===== src/rtl/sriov_cap_pkg.sv =====
package sriov_cap_pkg;
  localparam int NUM_BARS = 6;
  localparam int WIN_DW   = 16;

  localparam logic [3:0] DW_CTRL  = 4'd2;
  localparam logic [3:0] DW_VFCNT = 4'd3;
  localparam logic [3:0] DW_NUMVF = 4'd4;
  localparam logic [3:0] DW_RID   = 4'd5;
  localparam logic [3:0] DW_DID   = 4'd6;
  localparam logic [3:0] DW_SUPPG = 4'd7;
  localparam logic [3:0] DW_SYSPG = 4'd8;
  localparam logic [3:0] DW_BAR0  = 4'd9;

  localparam int CB_VFE = 0;
  localparam int CB_MSE = 3;
  localparam int CB_ARI = 4;

  localparam logic [15:0] PG_MINREQ = 16'h0553;

  // byte-lane gated masked update
  function automatic logic [31:0] merge_be(input logic [31:0] old, input logic [31:0] wdat,
                                           input logic [31:0] mask, input logic [3:0] be);
    logic [31:0] lane;
    for (int b = 0; b < 4; b++) lane[b*8 +: 8] = {8{be[b]}};
    return (old & ~(mask & lane)) | (wdat & mask & lane);
  endfunction

  // control write mask: enable bit writable if already set or count fits
  function automatic logic [15:0] ctrl_wmask(input logic vfe, input logic [15:0] num,
                                             input logic [15:0] total);
    logic [15:0] m;
    m = '0;
    m[CB_MSE] = 1'b1;
    m[CB_ARI] = 1'b1;
    m[CB_VFE] = vfe || (num <= total);
    return m;
  endfunction

  function automatic logic is_mem64(input logic [7:0] t);
    return (t[0] == 1'b0) && (t[2:1] == 2'b10);
  endfunction

  function automatic logic bar_is_upper(input logic [NUM_BARS*8-1:0] types, input int idx);
    if (idx == 0) return 1'b0;
    return is_mem64(types[(idx-1)*8 +: 8]);
  endfunction

  function automatic logic [63:0] size_mask(input logic [5:0] szl2);
    if (szl2 == 6'd0) return 64'd0;
    return ~((64'd1 << szl2) - 64'd1);
  endfunction

  function automatic logic [31:0] bar_wmask(input logic [NUM_BARS*8-1:0] types,
                                            input logic [NUM_BARS*6-1:0] szl2, input int idx);
    logic [63:0] m;
    if (bar_is_upper(types, idx)) begin
      m = size_mask(szl2[(idx-1)*6 +: 6]);
      return m[63:32];
    end
    m = size_mask(szl2[idx*6 +: 6]);
    return m[31:0];
  endfunction

  function automatic logic [31:0] bar_reset(input logic [NUM_BARS*8-1:0] types, input int idx);
    if (bar_is_upper(types, idx)) return 32'd0;
    return {24'd0, types[idx*8 +: 8]};
  endfunction
endpackage


===== src/rtl/sriov_ctrl_regs.sv =====
module sriov_ctrl_regs
  import sriov_cap_pkg::*;
#(
  parameter int unsigned TOTAL_VFS  = 8,
  parameter logic [15:0] OPT_PGSIZE = 16'h0004
) (
  input  logic        clk,
  input  logic        rst_n,
  input  logic        func_rst,
  input  logic        wr_en,
  input  logic [3:0]  wr_dw,
  input  logic [3:0]  wr_be,
  input  logic [31:0] wr_data,
  output logic [15:0] ctrl_q,
  output logic [15:0] numvf_q,
  output logic [31:0] syspg_q
);
  localparam logic [15:0] TOTAL16  = 16'(TOTAL_VFS);
  localparam logic [31:0] SYS_WM   = {16'd0, PG_MINREQ | OPT_PGSIZE};
  localparam logic [31:0] SYS_RST  = 32'd1;

  logic        vfe_now;
  logic [15:0] ctrl_wm;
  logic [15:0] numvf_wm;
  logic [31:0] ctrl_new;
  logic [31:0] numvf_new;

  assign vfe_now  = ctrl_q[CB_VFE];
  assign ctrl_wm  = ctrl_wmask(vfe_now, numvf_q, TOTAL16);
  assign numvf_wm = vfe_now ? 16'h0000 : 16'hFFFF;
  assign ctrl_new  = merge_be({16'd0, ctrl_q}, wr_data, {16'd0, ctrl_wm}, wr_be);
  assign numvf_new = merge_be({16'd0, numvf_q}, wr_data, {16'd0, numvf_wm}, wr_be);

  always_ff @(posedge clk or negedge rst_n) begin
    if (!rst_n) begin
      ctrl_q  <= '0;
      numvf_q <= '0;
      syspg_q <= SYS_RST;
    end else if (func_rst) begin
      ctrl_q  <= '0;
      numvf_q <= '0;
      syspg_q <= SYS_RST;
    end else if (wr_en) begin
      case (wr_dw)
        DW_CTRL:  ctrl_q  <= ctrl_new[15:0];
        DW_NUMVF: numvf_q <= numvf_new[15:0];
        DW_SYSPG: syspg_q <= merge_be(syspg_q, wr_data, SYS_WM, wr_be);
        default: ;
      endcase
    end
  end

  assert_ctrl_bits_R2: assert property (@(posedge clk) disable iff (!rst_n)
    (ctrl_q & ~16'h0019) == 16'h0000);
  assert_num_locked_R3: assert property (@(posedge clk) disable iff (!rst_n)
    ($past(vfe_now) && vfe_now) |-> $stable(numvf_q));
  assert_vfe_gate_R4: assert property (@(posedge clk) disable iff (!rst_n)
    $rose(vfe_now) |-> (numvf_q <= TOTAL16));
  assert_syspg_legal_R5: assert property (@(posedge clk) disable iff (!rst_n)
    (syspg_q & ~SYS_WM) == 32'd0);
  assert_func_reset_R7: assert property (@(posedge clk) disable iff (!rst_n)
    func_rst |=> (ctrl_q == 16'd0 && numvf_q == 16'd0 && syspg_q == SYS_RST));
endmodule


===== src/rtl/sriov_vf_bar_bank.sv =====
module sriov_vf_bar_bank
  import sriov_cap_pkg::*;
#(
  parameter logic [NUM_BARS*8-1:0] BAR_TYPES = 48'h00_00_01_00_00_04,
  parameter logic [NUM_BARS*6-1:0] BAR_SZL2  = {6'd0, 6'd0, 6'd8, 6'd12, 6'd0, 6'd14}
) (
  input  logic                     clk,
  input  logic                     rst_n,
  input  logic                     func_rst,
  input  logic                     wr_en,
  input  logic [3:0]               wr_dw,
  input  logic [3:0]               wr_be,
  input  logic [31:0]              wr_data,
  output logic [NUM_BARS*32-1:0]   bars
);
  for (genvar i = 0; i < NUM_BARS; i++) begin : g_bar
    localparam logic [31:0] WMASK = bar_wmask(BAR_TYPES, BAR_SZL2, i);
    localparam logic [31:0] RSTV  = bar_reset(BAR_TYPES, i);
    localparam logic [3:0]  MYDW  = DW_BAR0 + 4'(i);

    logic [31:0] bar_q;
    logic        bar_hit;

    assign bar_hit = wr_en && (wr_dw == MYDW);

    always_ff @(posedge clk or negedge rst_n) begin
      if (!rst_n)        bar_q <= RSTV;
      else if (func_rst) bar_q <= RSTV;
      else if (bar_hit)  bar_q <= merge_be(bar_q, wr_data, WMASK, wr_be);
    end

    assign bars[i*32 +: 32] = bar_q;

    assert_bar_fixed_R8: assert property (@(posedge clk) disable iff (!rst_n)
      (bar_q & ~WMASK) == (RSTV & ~WMASK));
  end
endmodule


===== src/rtl/sriov_cap_regfile.sv =====
module sriov_cap_regfile
  import sriov_cap_pkg::*;
#(
  parameter int unsigned ADDR_W       = 10,
  parameter int unsigned CAP_BASE_DW  = 'h50,
  parameter int unsigned TOTAL_VFS    = 8,
  parameter int unsigned INITIAL_VFS  = 8,
  parameter logic [15:0] VF_OFFSET    = 16'h0001,
  parameter logic [15:0] VF_STRIDE    = 16'h0001,
  parameter logic [15:0] VF_DEVICE_ID = 16'h7A31,
  parameter logic [15:0] OPT_PGSIZE   = 16'h0004,
  parameter logic [NUM_BARS*8-1:0] BAR_TYPES = 48'h00_00_01_00_00_04,
  parameter logic [NUM_BARS*6-1:0] BAR_SZL2  = {6'd0, 6'd0, 6'd8, 6'd12, 6'd0, 6'd14}
) (
  input  logic                   clk,
  input  logic                   rst_n,
  input  logic                   func_rst,
  input  logic [ADDR_W-1:0]      cfg_addr,
  input  logic                   cfg_wr,
  input  logic [3:0]             cfg_be,
  input  logic [31:0]            cfg_wdata,
  output logic [31:0]            cfg_rdata,
  output logic                   vf_enable,
  output logic                   vf_mem_enable,
  output logic                   vf_ari_hier,
  output logic [15:0]            vf_active_count,
  output logic [NUM_BARS*32-1:0] vf_bar_flat
);
  localparam logic [ADDR_W:0] BASE_X = (ADDR_W+1)'(CAP_BASE_DW);
  localparam logic [15:0]     SUP_PG = PG_MINREQ | OPT_PGSIZE;

  logic [ADDR_W:0] rel_addr;
  logic            in_win;
  logic [3:0]      win_dw;
  logic            wr_hit;
  logic [15:0]     ctrl_q;
  logic [15:0]     numvf_q;
  logic [31:0]     syspg_q;

  assign rel_addr = {1'b0, cfg_addr} - BASE_X;
  assign in_win   = (rel_addr < (ADDR_W+1)'(WIN_DW));
  assign win_dw   = rel_addr[3:0];
  assign wr_hit   = cfg_wr && in_win;

  sriov_ctrl_regs #(.TOTAL_VFS(TOTAL_VFS), .OPT_PGSIZE(OPT_PGSIZE)) u_ctrl (
    .clk(clk), .rst_n(rst_n), .func_rst(func_rst), .wr_en(wr_hit), .wr_dw(win_dw),
    .wr_be(cfg_be), .wr_data(cfg_wdata), .ctrl_q(ctrl_q), .numvf_q(numvf_q),
    .syspg_q(syspg_q));

  sriov_vf_bar_bank #(.BAR_TYPES(BAR_TYPES), .BAR_SZL2(BAR_SZL2)) u_bars (
    .clk(clk), .rst_n(rst_n), .func_rst(func_rst), .wr_en(wr_hit), .wr_dw(win_dw),
    .wr_be(cfg_be), .wr_data(cfg_wdata), .bars(vf_bar_flat));

  always_comb begin
    cfg_rdata = '0;
    if (in_win) begin
      case (win_dw)
        DW_CTRL:  cfg_rdata = {16'd0, ctrl_q};
        DW_VFCNT: cfg_rdata = {16'(TOTAL_VFS), 16'(INITIAL_VFS)};
        DW_NUMVF: cfg_rdata = {16'd0, numvf_q};
        DW_RID:   cfg_rdata = {VF_STRIDE, VF_OFFSET};
        DW_DID:   cfg_rdata = {VF_DEVICE_ID, 16'd0};
        DW_SUPPG: cfg_rdata = {16'd0, SUP_PG};
        DW_SYSPG: cfg_rdata = syspg_q;
        default: begin
          for (int i = 0; i < NUM_BARS; i++)
            if (win_dw == DW_BAR0 + 4'(i)) cfg_rdata = vf_bar_flat[i*32 +: 32];
        end
      endcase
    end
  end

  assign vf_enable       = ctrl_q[CB_VFE];
  assign vf_mem_enable   = ctrl_q[CB_MSE];
  assign vf_ari_hier     = ctrl_q[CB_ARI];
  assign vf_active_count = vf_enable ? numvf_q : 16'd0;

  assert_outside_zero_R11: assert property (@(posedge clk) disable iff (!rst_n)
    !in_win |-> cfg_rdata == 32'd0);
  assert_count_needs_en_R9: assert property (@(posedge clk) disable iff (!rst_n)
    (vf_active_count != 16'd0) |-> vf_enable);
  assert_outside_write_R11: assert property (@(posedge clk) disable iff (!rst_n)
    (cfg_wr && !in_win && !func_rst) |=> ($stable(ctrl_q) && $stable(numvf_q) && $stable(vf_bar_flat)));
endmodule


===== config.mk =====
export PLATFORM = sky130hd
export DESIGN_NAME = sriov_cap_regfile
export DESIGN_NICKNAME = d
export VERILOG_FILES = /design/src/rtl/sriov_cap_pkg.sv /design/src/rtl/sriov_ctrl_regs.sv /design/src/rtl/sriov_vf_bar_bank.sv /design/src/rtl/sriov_cap_regfile.sv
export SDC_FILE = /design/constraint.sdc
export NUM_CORES = 1
export LEC_CHECK = 0
export BUFFER_PORTS_ARGS = -buffer_cell sky130_fd_sc_hd__buf_4
export CAP_MARGIN = 20
export CORE_AREA = 4 4 147 149
export DETAILED_ROUTE_END_ITERATION = 16
export DIE_AREA = 0 0 151 153
export PLACE_DENSITY = 0.69
export SETUP_SLACK_MARGIN = 0.3
export SLEW_MARGIN = 20
export SYNTH_ARGS = -nofsm -noshare
export SYNTH_HDL_FRONTEND = slang
export SYNTH_SLANG_ARGS = --single-unit

===== constraint.sdc =====
create_clock -name clk -period 3.91 [get_ports clk]
set_clock_uncertainty 0.15 [all_clocks]
set_input_delay 1.173 -clock clk [delete_from_list [all_inputs] [get_ports clk]]
set_output_delay 1.173 -clock clk [all_outputs]
set_load 0.05 [all_outputs]

# == After elaboration in Yosys (flattened, before gate mapping) ==
# Cells that the tools add are included.
# word_totals
reg_bits,192
word_cells,99
# op_classes
bitwise,32
eq_ne,13
mux,27
n_reduce_logical,17
order_cmp,2
n_addsub,1
# ops
cell,count
two-way mux 32 bit,18
AND 32 bit,9
case mux 32 bit (7 select lines),1
OR 32 bit,5
two-way mux 16 bit,8
NOT 32 bit,4
AND 16 bit,6
AND 11 x 32 -> 32 bit,1
NOT 11 -> 32 bit,1
NOT 16 bit,2
OR 16 bit,2
"== test 4 bit, second input constant",7
AND 16 x 5 -> 16 bit,1
AND 5 x 16 -> 16 bit,1
"== test 4 x 3 -> 1 bit, second input constant",4
"less-or-equal comparator 16 x 4 -> 1 bit, second input constant",1
nonzero test 2 bit,8
"< comparator 11 x 5 -> 1 bit, second input constant",1
"subtractor 10 x 7 -> 11 bit, second input constant",1
"== test 4 x 2 -> 1 bit, second input constant",2
AND reduction 2 bit,3
logical AND 1 bit,5
logical OR 1 bit,1

# == Depth between registers and ports, before layout ==
# depth
depth_word,10
mapped_depth,9

# == Cells and area by module ==
# A second synthesis with hierarchy kept.
# hier_totals
cells_unflattened,1059
hier_area_um2,9575.4
# modules_own_cells
mod,instances,seq_area_each_um2,cells_per_inst,area_each_um2
sriov_vf_bar_bank,1,2404.8,460,5152.4
sriov_cap_regfile,1,0.0,465,2957.8
sriov_ctrl_regs,1,651.9,134,1465.2

# == Worst setup path after synthesis ==
# No wires, ideal clock.
# synth_path
path_type,input port to output port
startpoint,input cfg_addr[4]
endpoint,output cfg_rdata[17]
path_buffers,2
path_slack_ps,-1076
arrival_time_ps,3663
t_required_ps,2587
cell_stages,8
path_cell_list,inv_1 -> ha_1 -> or3b_1 -> buf_2 -> buf_8 -> a21oi_2 -> nand4_1 -> nor3_1
# synth_via
elab_chain_len,3
# synth_lines
element,line,text
"start, declared",sriov_cap_regfile.sv:18,"input logic [ADDR_W-1:0] cfg_addr,"
subtractor 10 x 7 -> 11 bit,sriov_cap_regfile.sv:40,"assign rel_addr = {1'b0, cfg_addr} - BASE_X;"
< comparator 11 x 5 -> 1 bit,sriov_cap_regfile.sv:41,assign in_win = (rel_addr < (ADDR_W+1)'(WIN_DW));
two-way mux 32 bit,sriov_cap_regfile.sv:56,if (in_win) begin
"end, declared",sriov_cap_regfile.sv:22,"output logic [31:0] cfg_rdata,"
# No other way between the ends.

# == Worst setup path after layout ==
# layout_path
startpoint,input cfg_addr[4]
endpoint,output cfg_rdata[13]
# Same word-level chain as after synthesis.

==> impl.org <==
** Run status
- The run finished, with violations left.
- Violations in the final reports :: setup timing

** Placement
- Final weighted congestion in routability-driven placement :: around 0.84
- OpenSTA, run right after detailed placement, puts the worst setup slack at -372 ps.
- Summed over all nets, the half-perimeter wirelength after detailed placement is ~20000 microns.
- Port bufs :: roughly 200

** Yosys
- Summed over its instances, the top area cell type makes up roughly 37% of the synthesized netlist area.
- Synthesis handed over a netlist of 860 instances.
- Cell type with the highest aggregate area in the netlist :: dfrtp_1
- dfrtp_1 is the most common cell in the netlist.
- Yosys printed 0 warnings.
- Share of flip-flops with an asynchronous set or reset after synthesis :: 100%
- Sorting the synthesized cells by how often they occur yields 119 x dfrtp_1, 104 x mux2i_1, 97 x buf_4, 92 x nor2_1, 65 x nand2b_1.
- In this run the cell area of the synthesized design comes to ~0.0080 sq mm.
- The synthesized netlist contains between 60 and 70 unique library cells.
- Largest cells by area after synthesis :: dfrtp_1 37%, mux2i_1 13%, buf_4 9.1%
- FF+latch count, synth :: roughly 120
- Post-synthesis area per instance :: 9.35 sq um
- In this run, synthesis inferred 0 flip-flops with an integrated enable.
- Sequential area share after synthesis :: a little under two fifths
- Post-synth top flop :: dfrtp_1

** Timing
- The worst pin sits at a relative slew slack of between 50% and 60%.
- Subtracting the final worst setup slack from the clock period gives 4040 ps.
- After layout, the worst setup slack is -132 ps.
- Count of endpoints failing hold in the final timing report :: 0
- Setup repair after global routing missed its margin :: yes
- Across all hold checks on the routed design, the worst slack comes to approximately 370 ps.
- Final count of negative-setup-slack endpoints :: 24
- In the finished design, the share of the clock period the worst path needs comes to 103%.
- Number of slew-limit violations in the final report :: 0
- Achievable clock frequency :: 0.247 GHz
- At the pin with the least slew margin, the transition time is just under 700 ps.

** Power and ir drop
- Power density over cell area :: between 300 and 400 mW/mm^2
- Leakage power :: between 5 and 6 nW
- Max rail drop VDD :: between 0.3 and 0.4 mV

** Finish
- Fill cells :: between 1500 and 2000
- The sequential cells in the finished layout cover a total of 0.00306 sq mm.
- In the final layout, the multi-input gates occupy approximately 0.0048 sq mm.
- Of the cells placed in the final design, the portion with a size suffix greater than 1 is approximately 37%.
- Inserted Diodes :: 0
- Layout overhead on the synthesized area :: 44.1%
- After the last flow step, the layout net total stands at 1174.

** Critical path
- Most frequent CP cell :: buf_6
- Slowest Stage Delay on Critical Path :: about 390 ps
- Worst setup SP type :: primary input
- Logic depth of the worst register-to-register path :: 3
- Critical-path maximum fanout :: 3
- The signal on the critical path passes through buf_12 -> inv_12 -> ha_4 -> or3b_4 -> a21oi_4 -> buf_6 -> buf_6 -> nand2b_4 -> a211oi_4 -> buf_6.
- Among all stages on the critical path, the largest delay is contributed by or3b_4.
- STA puts the critical path data required time at 2590 ps.
- The critical path is of the primary input to primary output type.
- Data on the critical path arrives at its endpoint at between 2000 and 3000 ps.
- STA classifies the critical path endpoint as a primary output.

** Floorplan
- Initial Util :: 39.9%
- ~300 I/O pins were placed.
- Die height :: about 150 microns
- Placeable core region :: about 0.02 sq mm
- The die covers about 0.023 sq mm.
- In this run the core area contains 52 standard-cell rows.
- Die outline width :: between 150 and 200 microns

** CTS
- The clock net in this run drives a total of ~120 sinks.
- CTS built an H-tree with a depth of 4.
- Clock slew seen by the registers of the worst setup and hold paths :: 50 ps
- In this run, post-CTS hold repair placed 0 buffers.
- Cell chosen for the clock root :: clkbuf_16
- CTS buffer count :: 17
- CTS tree :: yes
- Source-to-sink clock delay at the later pin of the worst-skew pair :: 420 ps
- Maximum root-to-sink buffer count :: 2

** Min path
- Count of cells along the worst hold path :: 2
- Class of the tightest hold or removal check :: flip-flop to flip-flop

** Global route
- The first global-routing pass estimated around 42000 microns of wire.
- Combined global-route utilization of all metal layers :: between 20% and 30%
- Antenna violations before repair :: 0
- Entering global routing, the biggest net connects 91 pins.
- The total overflow left after global routing is 0.
- Vias in the first global route :: ~7300

** Drt
- Wire length per cell :: 19.8 microns
- The routed design has roughly 28000 microns of wire.
- In the routed layout, each cell is associated on average with a via count of 5.29.
- Via Count :: about 7400
- Violation count after the first detailed-route iteration :: 500
- For this run, the detailed router's first-pass iteration total came to 5.
- Antenna Violating Nets Remaining :: 0
- DRC Markers :: 0

** Flow run
- Max-capacitance violation count :: 0
final cells by class:
class | count | area share [%]
Sequential cell | 122 | 26.4
Clock inverter | 11 | 1.86
Tap cell | 270 | 2.91
Inverter | 7 | 0.378
Multi-Input combinational cell | 668 | 41.5
Timing Repair Buffer | 307 | 22.9
Clock buffer | 21 | 4.06
report_power, final:
part           internal [W]  switching, W  total (W)
combinational      0.000163      0.000435   0.000598
sequential          0.00126   0.000000258    0.00126
clock               0.00125      0.000596    0.00184
total               0.00267       0.00103    0.00370
metal layers:
layer | GRT usage, % | wire [microns] | part of all wire, %
met1 | 30.2 | 11200 | 40
met2 | 38.7 | 13500 | 49
met4 | 7.12 | 575 | 2.1
met3 | 6.40 | 2540 | 9.1
met5 | 0 | 0 | 0
layout by cell type, fill, tap and decap left out, types with 3 or more instances in the layout:
cell type and instances:
nor2_1 85, dfrtp_1 119, inv_1 5, nand4_1 3
a2111oi_4 9, and2_1 19, nand2_1 34, nand3_1 17
buf_12 10, nor2_4 6, dfstp_2 3, o2111ai_1 11
o21ai_0 35, clkbuf_8 3, buf_6 37, a22o_1 8
clkbuf_16 17, a21oi_1 31, a21oi_4 12, conb_1 96
a211oi_4 4, a221o_1 7, buf_4 250, nor3b_1 9
buf_8 9, nor3b_2 3, bufinv_16 6, mux2i_1 104
o22ai_1 9, a22oi_1 7, nand2b_1 64, nor3_4 8
a221oi_1 3, and3b_1 3, nor2b_1 10, a21o_1 10
or2_2 9
path summary, 6_finish.rpt:
kind                                               startpoint                                    end  slack, ps
worst max register to register   u_ctrl.ctrl_q[0]$_DFFE_PN0P_          u_ctrl.numvf_q[1]$_DFFE_PN0P_       2190
worst max-delay path                              cfg_addr[4]                          cfg_rdata[13]       -130
min in group asynchronous                               rst_n  u_bars.g_bar[0].bar_q[27]$_DFFE_PN0P_        560
worst min register to register  u_ctrl.syspg_q[6]$_DFFE_PN0P_          u_ctrl.syspg_q[6]$_DFFE_PN0P_        370
max in group asynchronous                               rst_n          u_ctrl.syspg_q[0]$_DFFE_PN1P_       2310
worst min-delay path            u_ctrl.syspg_q[6]$_DFFE_PN0P_          u_ctrl.syspg_q[6]$_DFFE_PN0P_        370
per-stage QoR:
step | total power [W] | util [%] | setup TNS (ps) | std cells | cell area (sq um)
final | 0.00370 | 57.5 | -2160 | 1406 | 11600
after detailed placement | 0.00186 | 52.0 | -8300 | 1364 | 10500
after CTS | 0.00371 | 57.0 | -3040 | 1402 | 11500
after global placement | 0.00186 | 52.0 | -6910 | 1364 | 10500
after global routing | 0.00382 | 57.5 | -3660 | 1406 | 11600
after floorplan | 0.00175 | - | -10950 | 955 | 8880
kinds of logic (layout without fill, tap and decap cells):
logic type	after synthesis	in the layout	share of synthesized area (%)
compound gates	167	167	16.1
flops	122	122	38.0
fa+ha+maj	1	1	0.155
simple gates	298	298	20.1
buf+inv	165	346	12.5
mux	105	105	13.1
xor+xnor	1	1	0.109
other cells	1	96	0.0466
repair_timing:
| item | in CTS | in global routing |
|---|---|---|
| resized for setup | 66 | 15 |
| pin swaps | 15 | 7 |
| setup buffers | 5 | 4 |
| cloned | 1 | 0 |
| endpoints found under the setup margin | 32 | 32 |
flip-flops by register name, indices dropped and copies added, names as in the netlist:
register,cells
u_bars.g_bar.bar_q,96
u_ctrl.ctrl_q,3
u_ctrl.numvf_q,16
u_ctrl.syspg_q,7
worst max-delay path, delay by kind of cell:
kind,cells,cell delay (ps)
buffers and inverters,5,540
AND/OR/NAND/NOR,2,460
AO/OA/AOI/OAI,2,410
adder cells (fa/ha/maj),1,140
Power figures use the tool's default switching activity.
